`config.mk`:
```
export PLATFORM = sky130hd
export DESIGN_NAME = sbmbx_target
export DESIGN_NICKNAME = d
export VERILOG_FILES = /design/src/rtl/sbmbx_pkg.sv /design/src/rtl/sbmbx_inbound.sv /design/src/rtl/sbmbx_fw_port.sv /design/src/rtl/sbmbx_status.sv /design/src/rtl/sbmbx_target.sv
export SDC_FILE = /design/constraint.sdc
export NUM_CORES = 1
export LEC_CHECK = 0
export ABC_AREA = 1
export CORE_UTILIZATION = 45
export CTS_CLUSTER_DIAMETER = 100
export DETAILED_ROUTE_END_ITERATION = 6
export PLACE_DENSITY = 0.69
export SLEW_MARGIN = 15
export SYNTH_ARGS = -nofsm -noshare
export SYNTH_HDL_FRONTEND = slang
export SYNTH_SLANG_ARGS = --single-unit
```
`constraint.sdc`:
```
create_clock -name clk -period 2.4 [get_ports clk]
set_clock_uncertainty 0.05 [all_clocks]
set_input_delay 0.6 -clock clk [delete_from_list [all_inputs] [get_ports clk]]
set_output_delay 0.6 -clock clk [all_outputs]
set_load 0.05 [all_outputs]
```
`src/rtl/sbmbx_pkg.sv`:
```
package sbmbx_pkg;
  localparam int MB_BYTES = 4;
  localparam int MB_W     = MB_BYTES * 8;
  localparam int BANK_N   = 8;

  localparam logic [7:0] A_CTRL    = 8'h01;
  localparam logic [7:0] A_STAT    = 8'h02;
  localparam logic [7:0] A_SWI     = 8'h40;
  localparam logic [4:0] A_OUT_HI  = 5'h06;   // 0x30..0x37
  localparam logic [4:0] A_IN_HI   = 5'h07;   // 0x38..0x3F
  localparam int         ERR_SLOT  = 7;

  // Outbound byte view: slots 1..MB_BYTES carry result bytes, slot 7 the error.
  function automatic logic [7:0] out_byte(input logic [MB_W-1:0] data,
                                          input logic [7:0] err,
                                          input logic [2:0] idx);
    logic [7:0] r;
    r = 8'h00;
    for (int b = 0; b < MB_BYTES; b++)
      if (int'(idx) == b + 1) r = data[b*8 +: 8];
    if (int'(idx) == ERR_SLOT) r = err;
    return r;
  endfunction
endpackage

```
`src/rtl/sbmbx_inbound.sv`:
```
module sbmbx_inbound
  import sbmbx_pkg::*;
#(
  parameter int DATA_BYTES = MB_BYTES,
  localparam int DW = DATA_BYTES * 8,
  localparam int IW = $clog2(BANK_N)
) (
  input  logic          clk,
  input  logic          rst_n,
  input  logic          wr_en,
  input  logic [IW-1:0] idx,
  input  logic [7:0]    wr_data,
  input  logic          clr_mark,
  output logic [7:0]    rd_data,
  output logic          mark_set,
  output logic [7:0]    cmd,
  output logic [DW-1:0] arg
);
  logic [7:0] bank [BANK_N];

  for (genvar g = 0; g < BANK_N; g++) begin : g_slot
    always_ff @(posedge clk) begin
      if (!rst_n)
        bank[g] <= 8'h00;
      else if (wr_en && idx == IW'(g))
        bank[g] <= wr_data;
      else if (g == BANK_N - 1 && clr_mark)
        bank[g] <= 8'h00;
    end
  end

  for (genvar b = 0; b < DATA_BYTES; b++) begin : g_arg
    assign arg[b*8 +: 8] = bank[b+1];
  end

  assign cmd      = bank[0];
  assign mark_set = bank[BANK_N-1][7];
  assign rd_data  = bank[idx];


  mark_clear_chk: assert property (@(posedge clk) disable iff (!rst_n)
    clr_mark && !wr_en |=> !mark_set);
endmodule

```
`src/rtl/sbmbx_fw_port.sv`:
```
module sbmbx_fw_port
  import sbmbx_pkg::*;
#(
  parameter int DATA_BYTES = MB_BYTES,
  localparam int DW = DATA_BYTES * 8
) (
  input  logic          clk,
  input  logic          rst_n,
  input  logic          trig_wr,
  input  logic          in_mark,
  input  logic [7:0]    in_cmd,
  input  logic [DW-1:0] in_arg,
  input  logic          rsp_valid,
  input  logic [DW-1:0] rsp_data,
  input  logic [7:0]    rsp_err,
  input  logic [2:0]    out_idx,
  output logic [7:0]    out_rd,
  output logic          req_valid,
  output logic [7:0]    req_cmd,
  output logic [DW-1:0] req_arg,
  output logic          done
);
  logic          pending;
  logic          fire;
  logic [DW-1:0] res_data;
  logic [7:0]    res_err;

  assign fire = trig_wr && in_mark && !pending;
  assign done = pending && rsp_valid;

  always_ff @(posedge clk) begin
    if (!rst_n) begin
      pending <= 1'b0;
      req_cmd <= 8'h00;
      req_arg <= '0;
    end else if (fire) begin
      pending <= 1'b1;
      req_cmd <= in_cmd;
      req_arg <= in_arg;
    end else if (done) begin
      pending <= 1'b0;
    end
  end

  always_ff @(posedge clk) begin
    if (!rst_n) begin
      res_data <= '0;
      res_err  <= 8'h00;
    end else if (done) begin
      res_err  <= rsp_err;
      res_data <= (rsp_err == 8'h00) ? rsp_data : '0;
    end
  end

  assign req_valid = pending;
  assign out_rd    = out_byte(res_data, res_err, out_idx);


  req_hold_chk: assert property (@(posedge clk) disable iff (!rst_n)
    req_valid && !rsp_valid |=> req_valid && $stable(req_cmd) && $stable(req_arg));

  start_src_chk: assert property (@(posedge clk) disable iff (!rst_n)
    $rose(req_valid) |-> $past(trig_wr) && $past(in_mark));

  err_replace_chk: assert property (@(posedge clk) disable iff (!rst_n)
    done && rsp_err != 8'h00 |=> res_data == '0 && res_err == $past(rsp_err));

  idle_rsp_chk: assert property (@(posedge clk) disable iff (!rst_n)
    !pending && !fire |=> $stable(res_data) && $stable(res_err));
endmodule

```
`src/rtl/sbmbx_status.sv`:
```
module sbmbx_status (
  input  logic       clk,
  input  logic       rst_n,
  input  logic       set_evt,
  input  logic       stat_wr,
  input  logic       stat_w1c,
  input  logic       ctrl_wr,
  input  logic       ctrl_en_in,
  output logic [7:0] stat_byte,
  output logic [7:0] ctrl_byte,
  output logic       alert_o
);
  logic sw_alert;
  logic alert_en;

  always_ff @(posedge clk) begin
    if (!rst_n)
      sw_alert <= 1'b0;
    else if (set_evt)
      sw_alert <= 1'b1;
    else if (stat_wr && stat_w1c)
      sw_alert <= 1'b0;
  end

  always_ff @(posedge clk) begin
    if (!rst_n)
      alert_en <= 1'b0;
    else if (ctrl_wr)
      alert_en <= ctrl_en_in;
  end

  assign stat_byte = {6'b0, sw_alert, 1'b0};
  assign ctrl_byte = {7'b0, alert_en};
  assign alert_o   = sw_alert && alert_en;


  set_wins_chk: assert property (@(posedge clk) disable iff (!rst_n)
    set_evt |=> sw_alert);

  w1c_clear_chk: assert property (@(posedge clk) disable iff (!rst_n)
    stat_wr && stat_w1c && !set_evt |=> !sw_alert);

  sticky_hold_chk: assert property (@(posedge clk) disable iff (!rst_n)
    sw_alert && !(stat_wr && stat_w1c) |=> sw_alert);
endmodule

```
`src/rtl/sbmbx_target.sv`:
```
module sbmbx_target
  import sbmbx_pkg::*;
#(
  parameter int DATA_BYTES = MB_BYTES,
  localparam int DW = DATA_BYTES * 8
) (
  input  logic          clk,
  input  logic          rst_n,
  input  logic [7:0]    host_addr,
  input  logic          host_wen,
  input  logic [7:0]    host_wdata,
  output logic [7:0]    host_rdata,
  output logic          fw_req_valid,
  output logic [7:0]    fw_req_cmd,
  output logic [DW-1:0] fw_req_data,
  input  logic          fw_rsp_valid,
  input  logic [DW-1:0] fw_rsp_data,
  input  logic [7:0]    fw_rsp_err,
  output logic          alert_o
);
  logic          hit_in, hit_out, hit_ctrl, hit_stat, hit_swi;
  logic [7:0]    in_rd, out_rd, stat_byte, ctrl_byte;
  logic          in_mark, done;
  logic [7:0]    in_cmd;
  logic [DW-1:0] in_arg;

  assign hit_in   = host_addr[7:3] == A_IN_HI;
  assign hit_out  = host_addr[7:3] == A_OUT_HI;
  assign hit_ctrl = host_addr == A_CTRL;
  assign hit_stat = host_addr == A_STAT;
  assign hit_swi  = host_addr == A_SWI;

  sbmbx_inbound #(.DATA_BYTES(DATA_BYTES)) u_in (
    .clk(clk), .rst_n(rst_n),
    .wr_en(host_wen && hit_in), .idx(host_addr[2:0]), .wr_data(host_wdata),
    .clr_mark(done), .rd_data(in_rd), .mark_set(in_mark),
    .cmd(in_cmd), .arg(in_arg)
  );

  sbmbx_fw_port #(.DATA_BYTES(DATA_BYTES)) u_fw (
    .clk(clk), .rst_n(rst_n),
    .trig_wr(host_wen && hit_swi && host_wdata[0]),
    .in_mark(in_mark), .in_cmd(in_cmd), .in_arg(in_arg),
    .rsp_valid(fw_rsp_valid), .rsp_data(fw_rsp_data), .rsp_err(fw_rsp_err),
    .out_idx(host_addr[2:0]), .out_rd(out_rd),
    .req_valid(fw_req_valid), .req_cmd(fw_req_cmd), .req_arg(fw_req_data),
    .done(done)
  );

  sbmbx_status u_st (
    .clk(clk), .rst_n(rst_n),
    .set_evt(done),
    .stat_wr(host_wen && hit_stat), .stat_w1c(host_wdata[1]),
    .ctrl_wr(host_wen && hit_ctrl), .ctrl_en_in(host_wdata[0]),
    .stat_byte(stat_byte), .ctrl_byte(ctrl_byte), .alert_o(alert_o)
  );

  always_comb begin
    host_rdata = 8'h00;
    if (hit_in)        host_rdata = in_rd;
    else if (hit_out)  host_rdata = out_rd;
    else if (hit_ctrl) host_rdata = ctrl_byte;
    else if (hit_stat) host_rdata = stat_byte;
    else if (hit_swi)  host_rdata = {7'b0, fw_req_valid};
  end


  alert_gate_chk: assert property (@(posedge clk) disable iff (!rst_n)
    alert_o |-> ctrl_byte[0] && stat_byte[1]);

  done_ends_chk: assert property (@(posedge clk) disable iff (!rst_n)
    fw_req_valid && fw_rsp_valid |=> !fw_req_valid);
endmodule

```
==> results.sh <==
export IMPL_status="finished with violations"
export IMPL_violations="setup timing"
export IMPL_place_gp_congestion=0.890
export IMPL_pwr_share_comb_pct=9.0
export IMPL_synth_area_um2=6670
export IMPL_synthTopCellsByArea="edfxtp_1, dfxtp_1, nand2_1, nor2_1, inv_1"
export IMPL_hp_class="reg2reg"
export IMPL_drv_slew=0
export IMPL_yosys_area_top_type="edfxtp_1"
export IMPL_swShare_pct=24.0
export IMPL_layout_drive_gt1_share_pct=19.7
export IMPL_rsz0062_at_grt="true"
export IMPL_seq_power_share_pct=46.2
export IMPL_ys_seq_elements=147
export IMPL_yosysSeqAreaShare_pct=53.8
export IMPL_fin_crit_ns=2.53
export IMPL_wl_per_cell_um=15.6
export IMPL_worst_slack_ns=-0.130
export IMPL_die_area_um2=15300
export IMPL_p_sw_mw=1.40
export IMPL_crit_path_start_kind="input pin"
export IMPL_clk_pin_slew_ns=0.06
export IMPL_numPortBuffers=109
export IMPL_synth_nets=884
export IMPL_power_density_nw_per_um2=616
export IMPL_nets=1066
export IMPL_start_util_pct=46.0
export IMPL_endpoint_kind="output pin"
export IMPL_dpl_worst_slack_ns=-0.597
export IMPL_fin_area_um2=9490
export IMPL_ant_nets=0
export IMPL_synth_adder_area_share_pct=0
export IMPL_worst_setup_path_type="in2out"
export IMPL_vias=6100
export IMPL_die_h_um=124
export IMPL_yosys_warnings=0
export IMPL_drt_iter0_drc=455
export IMPL_antenna_found_initial=0
export IMPL_firstDrtPassIters=5
export IMPL_gr_total_overflow=0
export IMPL_cts_htree_levels=4
export IMPL_grt_usage_pct=25.5
export IMPL_die_x_um=124
export IMPL_async_flop_share_pct=0
export IMPL_total_power_mw=5.84
export IMPL_synth_compound_area_share_pct=6.91
export IMPL_synth_top_family_by_area="simple AND/OR/NAND/NOR gates"
export IMPL_synth_top_area_share_pct=28.8
export IMPL_synth_simple_area_share_pct=32.0
export IMPL_slew_headroom_pct=65.6
export IMPL_num_antenna_cells=0
export IMPL_power_leakage_nw=4.12
export IMPL_ff2ff_setup_slack_ns=0.85
export IMPL_cts_root_buf="clkbuf_16"
export IMPL_via_per_inst=5.07
export IMPL_max_cap_viol_count=0
export IMPL_syn_inst=824
export IMPL_yosysUniqueCellTypes=35
export IMPL_syn_mean_instance_area_um2=8.09
export IMPL_worst_slew_pin_transition_ns=0.515
export IMPL_insertion_delay_ns=0.43
export IMPL_cts_hold_buf=0
export IMPL_synth_edf_count=64
export IMPL_arrival_ns=1.88
export IMPL_finalHoldViolCount=0
export IMPL_area_growth_pct=42.3
export IMPL_num_rows=44
export IMPL_tns_ns=-0.566
export IMPL_internal_power_mw=4.44
export IMPL_core_area_um2=14500
export IMPL_cp_required_ns=1.75
export IMPL_drc=0
export IMPL_crit_fanout=6
export IMPL_synthXorXnorAreaFrac_pct=0
export IMPL_grt_max_degree=49
export IMPL_place_area_um2=8370
export IMPL_synth_area_mux_share_pct=0
export IMPL_grt_first_pass_wirelength_mm=28.9
export IMPL_nFillCells=1189
export IMPL_cts_made_buffers=17
export IMPL_clk_path_buf_depth=2
export IMPL_hpwl_mm=13.1
export IMPL_grt_pass1_vias=5617
export IMPL_tritoncts="yes"
export IMPL_routed_wl_mm=18.7
export IMPL_cts_sinks=147
export IMPL_ir_drop_uv=482
export IMPL_setup_viol=8
export IMPL_post_route_period_util_pct=105
export IMPL_ios=110
export IMPL_clock_power_share_pct=44.8
export IMPL_ys_flop_type="dfxtp_1"
export IMPL_fmax_mhz=395
==> registers in the layout, indices dropped and copies added, names as in the netlist <==
name and flops:
u_fw.res_err 8, u_st.sw_alert 1, u_fw.req_cmd 8, u_in.bank 64
u_st.alert_en 1, u_fw.res_data 32, u_fw.req_arg 32, u_fw.req_valid 1
==> cell usage in the layout (no fill, tap or decap), drive strengths merged <==
cell             n
o21ai           61
a22oi            4
dlymetal6s2s     1
clkinv           7
nor2           220
nand3b           1
bufinv           2
nand3           28
dlygate4sd2      3
nor4             1
o211ai           1
clkbuf          19
dfxtp           83
a21oi           19
o21bai           3
inv             68
nand2          212
clkinvlp         4
nor3             2
edfxtp          64
nand4           26
buf             99
clkdlybuf4s50   91
==> Yosys cell counts, types with 2 or more instances <==
library cell,number
nand2_1,209
nor2_1,207
dfxtp_1,83
edfxtp_1,64
inv_1,57
o21ai_1,37
o21ai_0,24
nand3_1,23
nand4_1,22
a21oi_1,19
clkbuf_1,13
buf_2,9
buf_6,8
inv_2,6
a22oi_1,4
nand3_4,4
buf_1,3
nor2_2,3
nor2_4,3
nor2_8,3
o21bai_1,3
buf_4,2
inv_4,2
nand2_4,2
nand4_2,2
nand4_4,2
nor3_1,2
==> cells by family after synthesis <==
family,count (synthesis)
AO/OA/AOI/OAI,88
AND/OR/NAND/NOR,486
flip-flops,147
buffers and inverters,103
==> timing repair <==
action	CTS	global route
setup buffers	20	8
endpoints found under the setup margin	8	10
gates cloned	2	3
pin swaps	15	21
gates resized for setup	63	30
==> metal layers <==
layer / wire (um) / global-route usage, %
met3: 1380 / 4.30
met5: 0 / 0
met2: 8960 / 41.8
met4: 439 / 9.11
met1: 7960 / 33.9
==> layout make-up <==
| type | count | area, um2 | area share (%) |
|---|---|---|---|
| inverter | 66 | 267 | 2.81 |
| clock inverter | 15 | 158 | 1.66 |
| clock buffer | 17 | 425 | 4.48 |
| timing repair buffer | 196 | 2020 | 21.3 |
| multi-input combinational | 578 | 2810 | 29.6 |
| sequential | 147 | 3580 | 37.8 |
| tap | 184 | 230 | 2.43 |
==> final timing paths <==
path / start / end / cells after the start
setup reg to reg: u_in.bank[7][7] / u_fw.req_arg[31] / 6
hold reg to reg: u_fw.res_data[0] / u_fw.res_data[0] / 2
hold / removal: u_fw.res_data[0] / u_fw.res_data[0] / 2
setup / recovery: host_addr[0] / host_rdata[5] / 11
==> metrics by stage <==
step / utilization [%] / hold WS (ns) / std cells
after floorplan: - / 0.376 / 824
after global routing: 65.5 / 0.416 / 1203
after detailed placement: 57.8 / 0.395 / 1141
final: 65.5 / 0.409 / 1203
after global placement: 57.8 / 0.393 / 1141
after CTS: 64.3 / 0.401 / 1194
==> worst max-delay path: stages <==
cell and delay, ns:
buf_6 0.09, buf_12 0.14, clkinv_8 0.05, nor2_8 0.04, buf_6 0.13, buf_12 0.13, nand2_2 0.05, nand3_2 0.06
o211ai_1 0.29, nand2_1 0.11, buf_6 0.17
==> power by group through the flow <==
stage	Sequential (mW)	Combinational [mW]	Clock, mW
after floorplan	2.74	0.213	0
after global placement	2.75	0.444	0
after detailed placement	2.75	0.449	0
after CTS	2.70	0.491	2.63
after global routing	2.70	0.564	2.73
final	2.70	0.525	2.62
Power figures use the tool's default switching activity.
